**config.mk**
```make
export PLATFORM = sky130hd
export DESIGN_NAME = ssram_rdpipe
export DESIGN_NICKNAME = d
export VERILOG_FILES = /design/src/rtl/ssram_pkg.sv /design/src/rtl/ssram_cmd.sv /design/src/rtl/ssram_array.sv /design/src/rtl/ssram_outpath.sv /design/src/rtl/ssram_rdpipe.sv
export SDC_FILE = /design/constraint.sdc
export NUM_CORES = 2
export LEC_CHECK = 0
export BUFFER_PORTS_ARGS = -buffer_cell sky130_fd_sc_hd__clkbuf_2
export CORE_UTILIZATION = 60
export DETAILED_ROUTE_END_ITERATION = 8
export PLACE_DENSITY = 0.81
export SYNTH_ARGS = -nofsm -noshare
export SYNTH_HDL_FRONTEND = slang
export SYNTH_HIERARCHICAL = 1
export SYNTH_MEMORY_MAX_BITS = 65536
export SYNTH_SLANG_ARGS = --single-unit
```
**constraint.sdc**
```tcl
create_clock -name clk -period 6.73 [get_ports clk]
set_input_delay 0.673 -clock clk [delete_from_list [all_inputs] [get_ports clk]]
set_output_delay 0.673 -clock clk [all_outputs]
set_load 0.01 [all_outputs]
```
**src/rtl/ssram_pkg.sv**
```systemverilog
package ssram_pkg;

  typedef enum logic [1:0] {
    OP_IDLE  = 2'd0,
    OP_READ  = 2'd1,
    OP_WRITE = 2'd2
  } op_e;

  // All three enables at their active level selects the device.
  function automatic logic chip_selected(input logic c1_n, input logic c2, input logic c3_n);
    return !c1_n && c2 && !c3_n;
  endfunction

endpackage

```
**src/rtl/ssram_cmd.sv**
```systemverilog
module ssram_cmd
  import ssram_pkg::*;
#(
  parameter int ADDR_W = 8,
  parameter int LANES  = 2,
  parameter int LANE_W = 9
) (
  input  logic                      clk,
  input  logic                      rst_n,
  input  logic                      ce1_n,
  input  logic                      ce2,
  input  logic                      ce3_n,
  input  logic                      sleep,
  input  logic [ADDR_W-1:0]         addr,
  input  logic [LANES*LANE_W-1:0]   wdata,
  input  logic [LANES-1:0]          lane_wr_n,
  input  logic                      bwe_n,
  input  logic                      gwe_n,
  output op_e                       op_q,
  output logic [ADDR_W-1:0]         addr_q,
  output logic [LANES*LANE_W-1:0]   wdata_q,
  output logic [LANES-1:0]          mask_q
);
  localparam int DATA_W = LANES * LANE_W;

  // Global write wins; byte write uses the strobes; otherwise nothing.
  function automatic logic [LANES-1:0] write_lanes(input logic gw_n, input logic bw_n,
                                                   input logic [LANES-1:0] strobe_n);
    if (!gw_n) return '1;
    if (!bw_n) return ~strobe_n;
    return '0;
  endfunction

  logic             accept;
  logic [LANES-1:0] lanes_now;
  op_e              op_next;

  assign accept    = chip_selected(ce1_n, ce2, ce3_n) && !sleep;
  assign lanes_now = write_lanes(gwe_n, bwe_n, lane_wr_n);

  always_comb begin
    if (!accept)        op_next = OP_IDLE;
    else if (|lanes_now) op_next = OP_WRITE;
    else                op_next = OP_READ;
  end

  always_ff @(posedge clk or negedge rst_n) begin
    if (!rst_n) op_q <= OP_IDLE;
    else        op_q <= op_next;
  end

  always_ff @(posedge clk) begin
    addr_q  <= addr;
    wdata_q <= wdata[DATA_W-1:0];
    mask_q  <= lanes_now;
  end
endmodule

```
**src/rtl/ssram_array.sv**
```systemverilog
module ssram_array
  import ssram_pkg::*;
#(
  parameter int ADDR_W = 8,
  parameter int LANES  = 2,
  parameter int LANE_W = 9
) (
  input  logic                      clk,
  input  logic                      rst_n,
  input  op_e                       op_i,
  input  logic [ADDR_W-1:0]         addr_i,
  input  logic [LANES*LANE_W-1:0]   wdata_i,
  input  logic [LANES-1:0]          mask_i,
  output logic [LANES*LANE_W-1:0]   rd_data_q,
  output logic                      rd_vld_q
);
  localparam int DEPTH = 1 << ADDR_W;

  for (genvar g = 0; g < LANES; g++) begin : g_lane
    logic [LANE_W-1:0] mem [DEPTH];
    logic [LANE_W-1:0] lane_q;

    always_ff @(posedge clk) begin
      if (op_i == OP_WRITE && mask_i[g])
        mem[addr_i] <= wdata_i[g*LANE_W +: LANE_W];
      if (op_i == OP_READ)
        lane_q <= mem[addr_i];
    end

    assign rd_data_q[g*LANE_W +: LANE_W] = lane_q;
  end

  always_ff @(posedge clk or negedge rst_n) begin
    if (!rst_n) rd_vld_q <= 1'b0;
    else        rd_vld_q <= (op_i == OP_READ);
  end
endmodule

```
**src/rtl/ssram_outpath.sv**
```systemverilog
module ssram_outpath #(
  parameter int DATA_W = 18
) (
  input  logic              clk,
  input  logic              rst_n,
  input  logic              pipe_mode,
  input  logic [DATA_W-1:0] s2_data,
  input  logic              s2_vld,
  input  logic              oe_n,
  input  logic              sleep,
  output logic [DATA_W-1:0] rdata,
  output logic              drv_q,
  output logic              dq_drive
);
  logic [DATA_W-1:0] s3_data;
  logic              s3_vld;

  always_ff @(posedge clk) s3_data <= s2_data;

  always_ff @(posedge clk or negedge rst_n) begin
    if (!rst_n) s3_vld <= 1'b0;
    else        s3_vld <= s2_vld;
  end

  // Mode picks the stage; drive state rides alongside the data.
  assign rdata    = pipe_mode ? s3_data : s2_data;
  assign drv_q    = pipe_mode ? s3_vld  : s2_vld;
  assign dq_drive = drv_q && !oe_n && !sleep;
endmodule

```
**src/rtl/ssram_rdpipe.sv**
```systemverilog
module ssram_rdpipe
  import ssram_pkg::*;
#(
  parameter int ADDR_W = 8,
  parameter int LANES  = 2,
  parameter int LANE_W = 9
) (
  input  logic                      clk,
  input  logic                      rst_n,
  input  logic                      ce1_n,
  input  logic                      ce2,
  input  logic                      ce3_n,
  input  logic [ADDR_W-1:0]         addr,
  input  logic [LANES*LANE_W-1:0]   wdata,
  input  logic [LANES-1:0]          lane_wr_n,
  input  logic                      bwe_n,
  input  logic                      gwe_n,
  input  logic                      pipe_mode,
  input  logic                      oe_n,
  input  logic                      sleep,
  output logic [LANES*LANE_W-1:0]   rdata,
  output logic                      dq_drive
);
  localparam int DATA_W = LANES * LANE_W;

  op_e               op_s1;
  logic [ADDR_W-1:0] addr_s1;
  logic [DATA_W-1:0] wdata_s1;
  logic [LANES-1:0]  mask_s1;
  logic [DATA_W-1:0] data_s2;
  logic              rd_s2;
  logic              drv_q;

  ssram_cmd #(.ADDR_W(ADDR_W), .LANES(LANES), .LANE_W(LANE_W)) u_cmd (
    .clk(clk), .rst_n(rst_n), .ce1_n(ce1_n), .ce2(ce2), .ce3_n(ce3_n),
    .sleep(sleep), .addr(addr), .wdata(wdata), .lane_wr_n(lane_wr_n),
    .bwe_n(bwe_n), .gwe_n(gwe_n), .op_q(op_s1), .addr_q(addr_s1),
    .wdata_q(wdata_s1), .mask_q(mask_s1)
  );

  ssram_array #(.ADDR_W(ADDR_W), .LANES(LANES), .LANE_W(LANE_W)) u_array (
    .clk(clk), .rst_n(rst_n), .op_i(op_s1), .addr_i(addr_s1),
    .wdata_i(wdata_s1), .mask_i(mask_s1), .rd_data_q(data_s2), .rd_vld_q(rd_s2)
  );

  ssram_outpath #(.DATA_W(DATA_W)) u_out (
    .clk(clk), .rst_n(rst_n), .pipe_mode(pipe_mode), .s2_data(data_s2),
    .s2_vld(rd_s2), .oe_n(oe_n), .sleep(sleep), .rdata(rdata),
    .drv_q(drv_q), .dq_drive(dq_drive)
  );
endmodule

```
* Yosys cells after proc, flatten, opt, wreduce, memory -nomap -nowiden
Memories as Yosys holds them, arrays and structs flattened. A register that Yosys moved wholly into a read port is not among the register bits.
Index checks and enable logic that the tools add are counted.
** Cells by class
- Reductions and logical operators :: 12
- Bitwise gates (word level) :: 1
- Equality and inequality tests :: 2
- Muxes and demuxes :: 14
** Operator list (count)
- 2-to-1 mux 18 bit :: 1
- 2-to-1 mux 2 bit :: 6
- logical AND 1 bit :: 7
- 2-to-1 mux 1 bit :: 7
- zero test 1 bit :: 4
- == test 2 x 1 -> 1 bit (second input constant) :: 1
- == test 2 bit (second input constant) :: 1
- inverter 2 bit :: 1
- OR reduction 2 bit :: 1
** Storage, ports and cells
- Output and inout bits :: 19
- Register bits :: 50
- Bits in writable memories :: 4608
- Word-level logic and storage cells :: 38
- Memories :: 2
** Memories
- u_array.g_lane[0].mem :: depth 256, width 9, read ports 1, clocked after memory_dff 1, write ports 1, line ssram_array.sv:20 : logic [LANE_W-1:0] mem [DEPTH];
- u_array.g_lane[1].mem :: depth 256, width 9, read ports 1, clocked after memory_dff 1, write ports 1, line ssram_array.sv:20

* Longest topological paths before layout
- Depth after elaboration :: 7
- Mapped depth :: 9
- Gate-level depth less buffers :: 5

* Hierarchy
The synthesis kept the hierarchy.
** Modules (own cells, without submodules)
- ssram_array :: cells an instance 7832, area an instance 175841.1 um^2, instances 1, seq. area each 138938.3 um^2
- ssram_outpath :: cells an instance 41, area an instance 675.6 um^2, instances 1, seq. area each 385.4 um^2
- ssram_cmd :: cells an instance 37, area an instance 663.1 um^2, instances 1, seq. area each 610.6 um^2

* Worst setup path before layout
Ideal clock, no wire load.
- Path kind :: register -> register
- From :: register u_cmd.wdata_q[0]
- To :: memory u_array.g_lane[0].mem[0][0] (data pin)
- Buffers on the path :: 0
- Stages on the path, launching flop included :: 1
- Clock period less this slack :: 4.234 ns
- Slack :: 2.496 ns
- Required time :: 5.878 ns
- Data arrival time :: 3.382 ns
- Cell sequence :: dfxtp_1
** RTL lines
- from (decl) :: line ssram_cmd.sv:21 : output logic [LANES*LANE_W-1:0] wdata_q,
- from (signal assigned) :: line ssram_cmd.sv:54 : wdata_q <= wdata[DATA_W-1:0];
- to (decl) :: line ssram_array.sv:20
No word-level cell before the write port.

==> metrics.md <==
| Metric | Value |
|---|---|
| Crit Path Class | `reg2reg` |
| Post-Route Setup TNS | `0 ps` |
| Setup violations, final | `0` |
| Synthesized net count | `7948` |
| Crit path DAT | `5500 ps` |
| Rows | `199` |
| Dominant cells by area after synthesis | `edfxtp_1, mux4_2, a22oi_1` |
| Reg clk slew, reported paths | `70 ps` |
| R2r setup slk | `1860 ps` |
| Cell area after synthesis | `177200 um^2` |
| Root Buffer | `clkbuf_16` |
| CTS sink count | `4676` |
| WL final | `497700 um` |
| WHS Endpoint | `u_cmd/op_q[0]$_DFF_PN0_` |
| CP Data Required Time | `7360 ps` |
| GR Util All Layers | `0.3335` |
| CP Launch Type | `flip-flop` |
| CTS Hold Bufs | `28` |
| Final min period | `4866 ps` |
| Yosys top cell area share | `0.7840` |
| DR WL/cell | `40.32 um` |
| P_leak | `59.74 nW` |
| Deepest clock path buffer count | `4` |
| Synth unique cells | `27` |
| Reg-to-Reg End | `u_array/g_lane[0].lane_q[1]$_DFFE_PP_` |
| Yosys top cell by area | `edfxtp_1` |
| Vias | `93160` |
| Critical Path End Type | `flip-flop` |
| Most frequent cells in the layout | `edfxtp_1, mux4_2, a22oi_1, nor2_1, clkbuf_16` |
| Most common cell after layout, fill and taps aside | `edfxtp_1` |
| GP Congestion | `0.8436` |
| Pins Over Slew Limit | `2` |
| First-pass GRT wire length | `703300 um` |
| CTS tree | `built` |
| Tcrit/Tclk final | `0.7230` |
| Mapped Avg Cell Area | `22.40 um^2` |
| Rel. slew slack | `-0.01932` |
| Total core area | `293800 um^2` |
| Max Clk Rate | `205.5 MHz` |
| Hold depth | `3` |
| Status | `complete, but fails checks` |
| # DRC | `6` |
| Final #Nets | `8091` |
| DR vias/cell | `7.548` |
| Sequential fraction of the synthesis area | `0.7898` |
| DIE WIDTH | `545.4 um` |
| Number of fillers in the final layout | `15970` |
| Worst min-delay path startpoint | `ce3_n` |
| RSZ-0062 raised after global routing | `false` |
| Initial antenna violation count | `32` |
| IO Pins | `57` |
| Crit Path Max Fanout | `77` |
| Clk Latency, worst-skew pair | `970 ps` |
| Final Hold Viols | `0` |
| H-tree lvl count | `5` |
| Worst-Margin Slew | `1509 ps` |
| Worst-case reg-to-reg path depth | `7` |
| Post-Route Skew | `70.83 ps` |
| RR Startpoint | `u_cmd/addr_q[0]$_DFF_P_` |
| Worst vdd ir | `0.0002306 V` |
| Initial Util | `0.6030` |
| Post-DRT Antenna Nets | `0` |
| Hold crit path type | `in2reg` |
| Number of port buffers | `56` |
| P per Cell Area | `303.8 nW/um^2` |
| Post-CTS Setup Inserts | `0` |
| Die Ht | `545.4 um` |
| Maximum capacitance violations | `1` |
| Clock buffer count from CTS | `430` |
| Flops & latches, synth | `4676` |
| Yosys Warn Count | `6` |
| Vias in the first global route | `93020` |
| Gate Count Post-Synth | `7910` |
| Resized cells post-CTS | `0` |
| DRT iter0 DRCs | `17150` |
| Failing checks | `design-rule violations, max-capacitance violations, max-slew violations` |
| First-pass DRT Iterations | `9` |
| GRT overflow | `0` |
| Largest net degree at the start of global routing | `224` |
| Area after DPL | `182200 um^2` |
| Die ar. | `297500 um^2` |
| Hpwl dp | `240800 um` |
| Final Instance Area | `196500 um^2` |
| Area Growth Syn to Fin | `10.91%` |
| Share of layout cells above drive strength 1 | `0.2486` |
stage by stage:
| step | power, W | utilization | hold slack (ps) | setup slack, ps | std cells |
|---|---|---|---|---|---|
| final | 0.05971 | 0.6689 | 108.2 | 1864 | 12340 |
| after global routing | 0.06068 | 0.6687 | 76.15 | 1740 | 12330 |
| after CTS | 0.05962 | 0.6685 | 49.45 | 1880 | 12320 |
| after detailed placement | 0.03512 | 0.6201 | 370.7 | 2032 | 11510 |
| after global placement | 0.03502 | 0.6196 | 354.9 | 1287 | 11500 |
| after floorplan | 0.03427 | - | 344.1 | 2496 | 7910 |
cell families after synthesis:
kind of cell	count (synthesis)	synth area share
AO/OA/AOI/OAI	940	0.03623
buffers and inverters	515	0.01261
flip-flops	4676	0.7898
multiplexers	1171	0.1479
AND/OR/NAND/NOR	608	0.01350
state kept, by name (all words and copies together) (netlist names):
| register | flops |
|---|---|
| u_array/g_lane.lane_q | 18 |
| u_array/g_lane.mem | 4608 |
| u_array/rd_vld_q | 1 |
| u_cmd/addr_q | 8 |
| u_cmd/mask_q | 2 |
| u_cmd/op_q | 2 |
| u_cmd/wdata_q | 18 |
| u_out/s3_data | 18 |
| u_out/s3_vld | 1 |
metal layers:
| layer | up-vias | share of wire | global-route usage | routed length (um) |
|---|---|---|---|---|
| li1 | 33920 | - | - | - |
| met5 | - | 0.00033 | 0 | 164 |
| met1 | 47300 | 0.31 | 0.4326 | 155300 |
| met2 | 9969 | 0.47 | 0.5202 | 235100 |
| met3 | 1946 | 0.15 | 0.08939 | 72780 |
| met4 | 22 | 0.069 | 0.1838 | 34260 |
power breakdown:
| group | internal (W) | switching, W |
|---|---|---|
| combinational | 0.000853 | 0.00169 |
| clock | 0.0138 | 0.0112 |
| sequential | 0.0320 | 0.000150 |
area by class of cell:
| cell class | instances | area (um^2) | area share |
|---|---|---|---|
| Antenna cell | 19 | 47.55 | 0.0002419 |
| Clock buffer | 507 | 11220 | 0.05707 |
| Clock inverter | 276 | 2723 | 0.01385 |
| Inverter | 1 | 3.754 | 0.00001910 |
| Multi-Input combinational cell | 2719 | 35540 | 0.1809 |
| Sequential cell | 4676 | 140000 | 0.7125 |
| Tap cell | 3919 | 4903 | 0.02495 |
| Timing Repair Buffer | 225 | 2071 | 0.01054 |
worst max-delay path: stages (launching register included):
cell and delay [ps]:
dfxtp_4 880, buf_12 580, buf_4 630, mux4_2 660
a22oi_1 380, a21oi_1 170, o41ai_2 1020, nand4_1 140
how the worst max path moves through the flow:
stage | from | endpoint | slack [ps]
6_report | u_cmd/addr_q[0]$_DFF_P_ | u_array/g_lane[0].lane_q[1]$_DFFE_PP_ | 1860
5_1_grt | u_cmd/addr_q[0]$_DFF_P_ | u_array/g_lane[0].lane_q[1]$_DFFE_PP_ | 1740
4_1_cts | u_cmd/addr_q[0]$_DFF_P_ | u_array/g_lane[1].lane_q[4]$_DFFE_PP_ | 1880
3_5_place_dp | u_cmd/addr_q[0]$_DFF_P_ | u_array/g_lane[1].lane_q[7]$_DFFE_PP_ | 2030
3_3_place_gp | u_cmd/addr_q[0]$_DFF_P_ | u_array/g_lane[0].lane_q[3]$_DFFE_PP_ | 1290
2_1_floorplan | u_cmd/wdata_q[0]$_DFF_P_ | u_array/g_lane[0].mem[0][0]$_DFFE_PP_ | 2500
Yosys cell counts:
| library cell | number |
|---|---|
| nand2_1 | 47 |
| nor2b_1 | 8 |
| nand2b_1 | 2 |
| nand3_1 | 4 |
| mux2_2 | 8 |
| mux2_4 | 11 |
| o41ai_1 | 72 |
| a21o_1 | 1 |
| edfxtp_1 | 4626 |
| clkbuf_1 | 335 |
| dfrtp_1 | 4 |
| buf_1 | 47 |
| inv_1 | 1 |
| dfxtp_1 | 46 |
| a22oi_1 | 576 |
| buf_6 | 15 |
| buf_4 | 17 |
| and2_1 | 2 |
| nand4_1 | 18 |
| or2_2 | 1 |
| o21ai_0 | 2 |
| or4b_4 | 1 |
| nor3b_2 | 2 |
| nor2_1 | 523 |
| mux4_2 | 1152 |
| a21oi_1 | 289 |
| buf_2 | 100 |
Power figures use the tool's default switching activity.
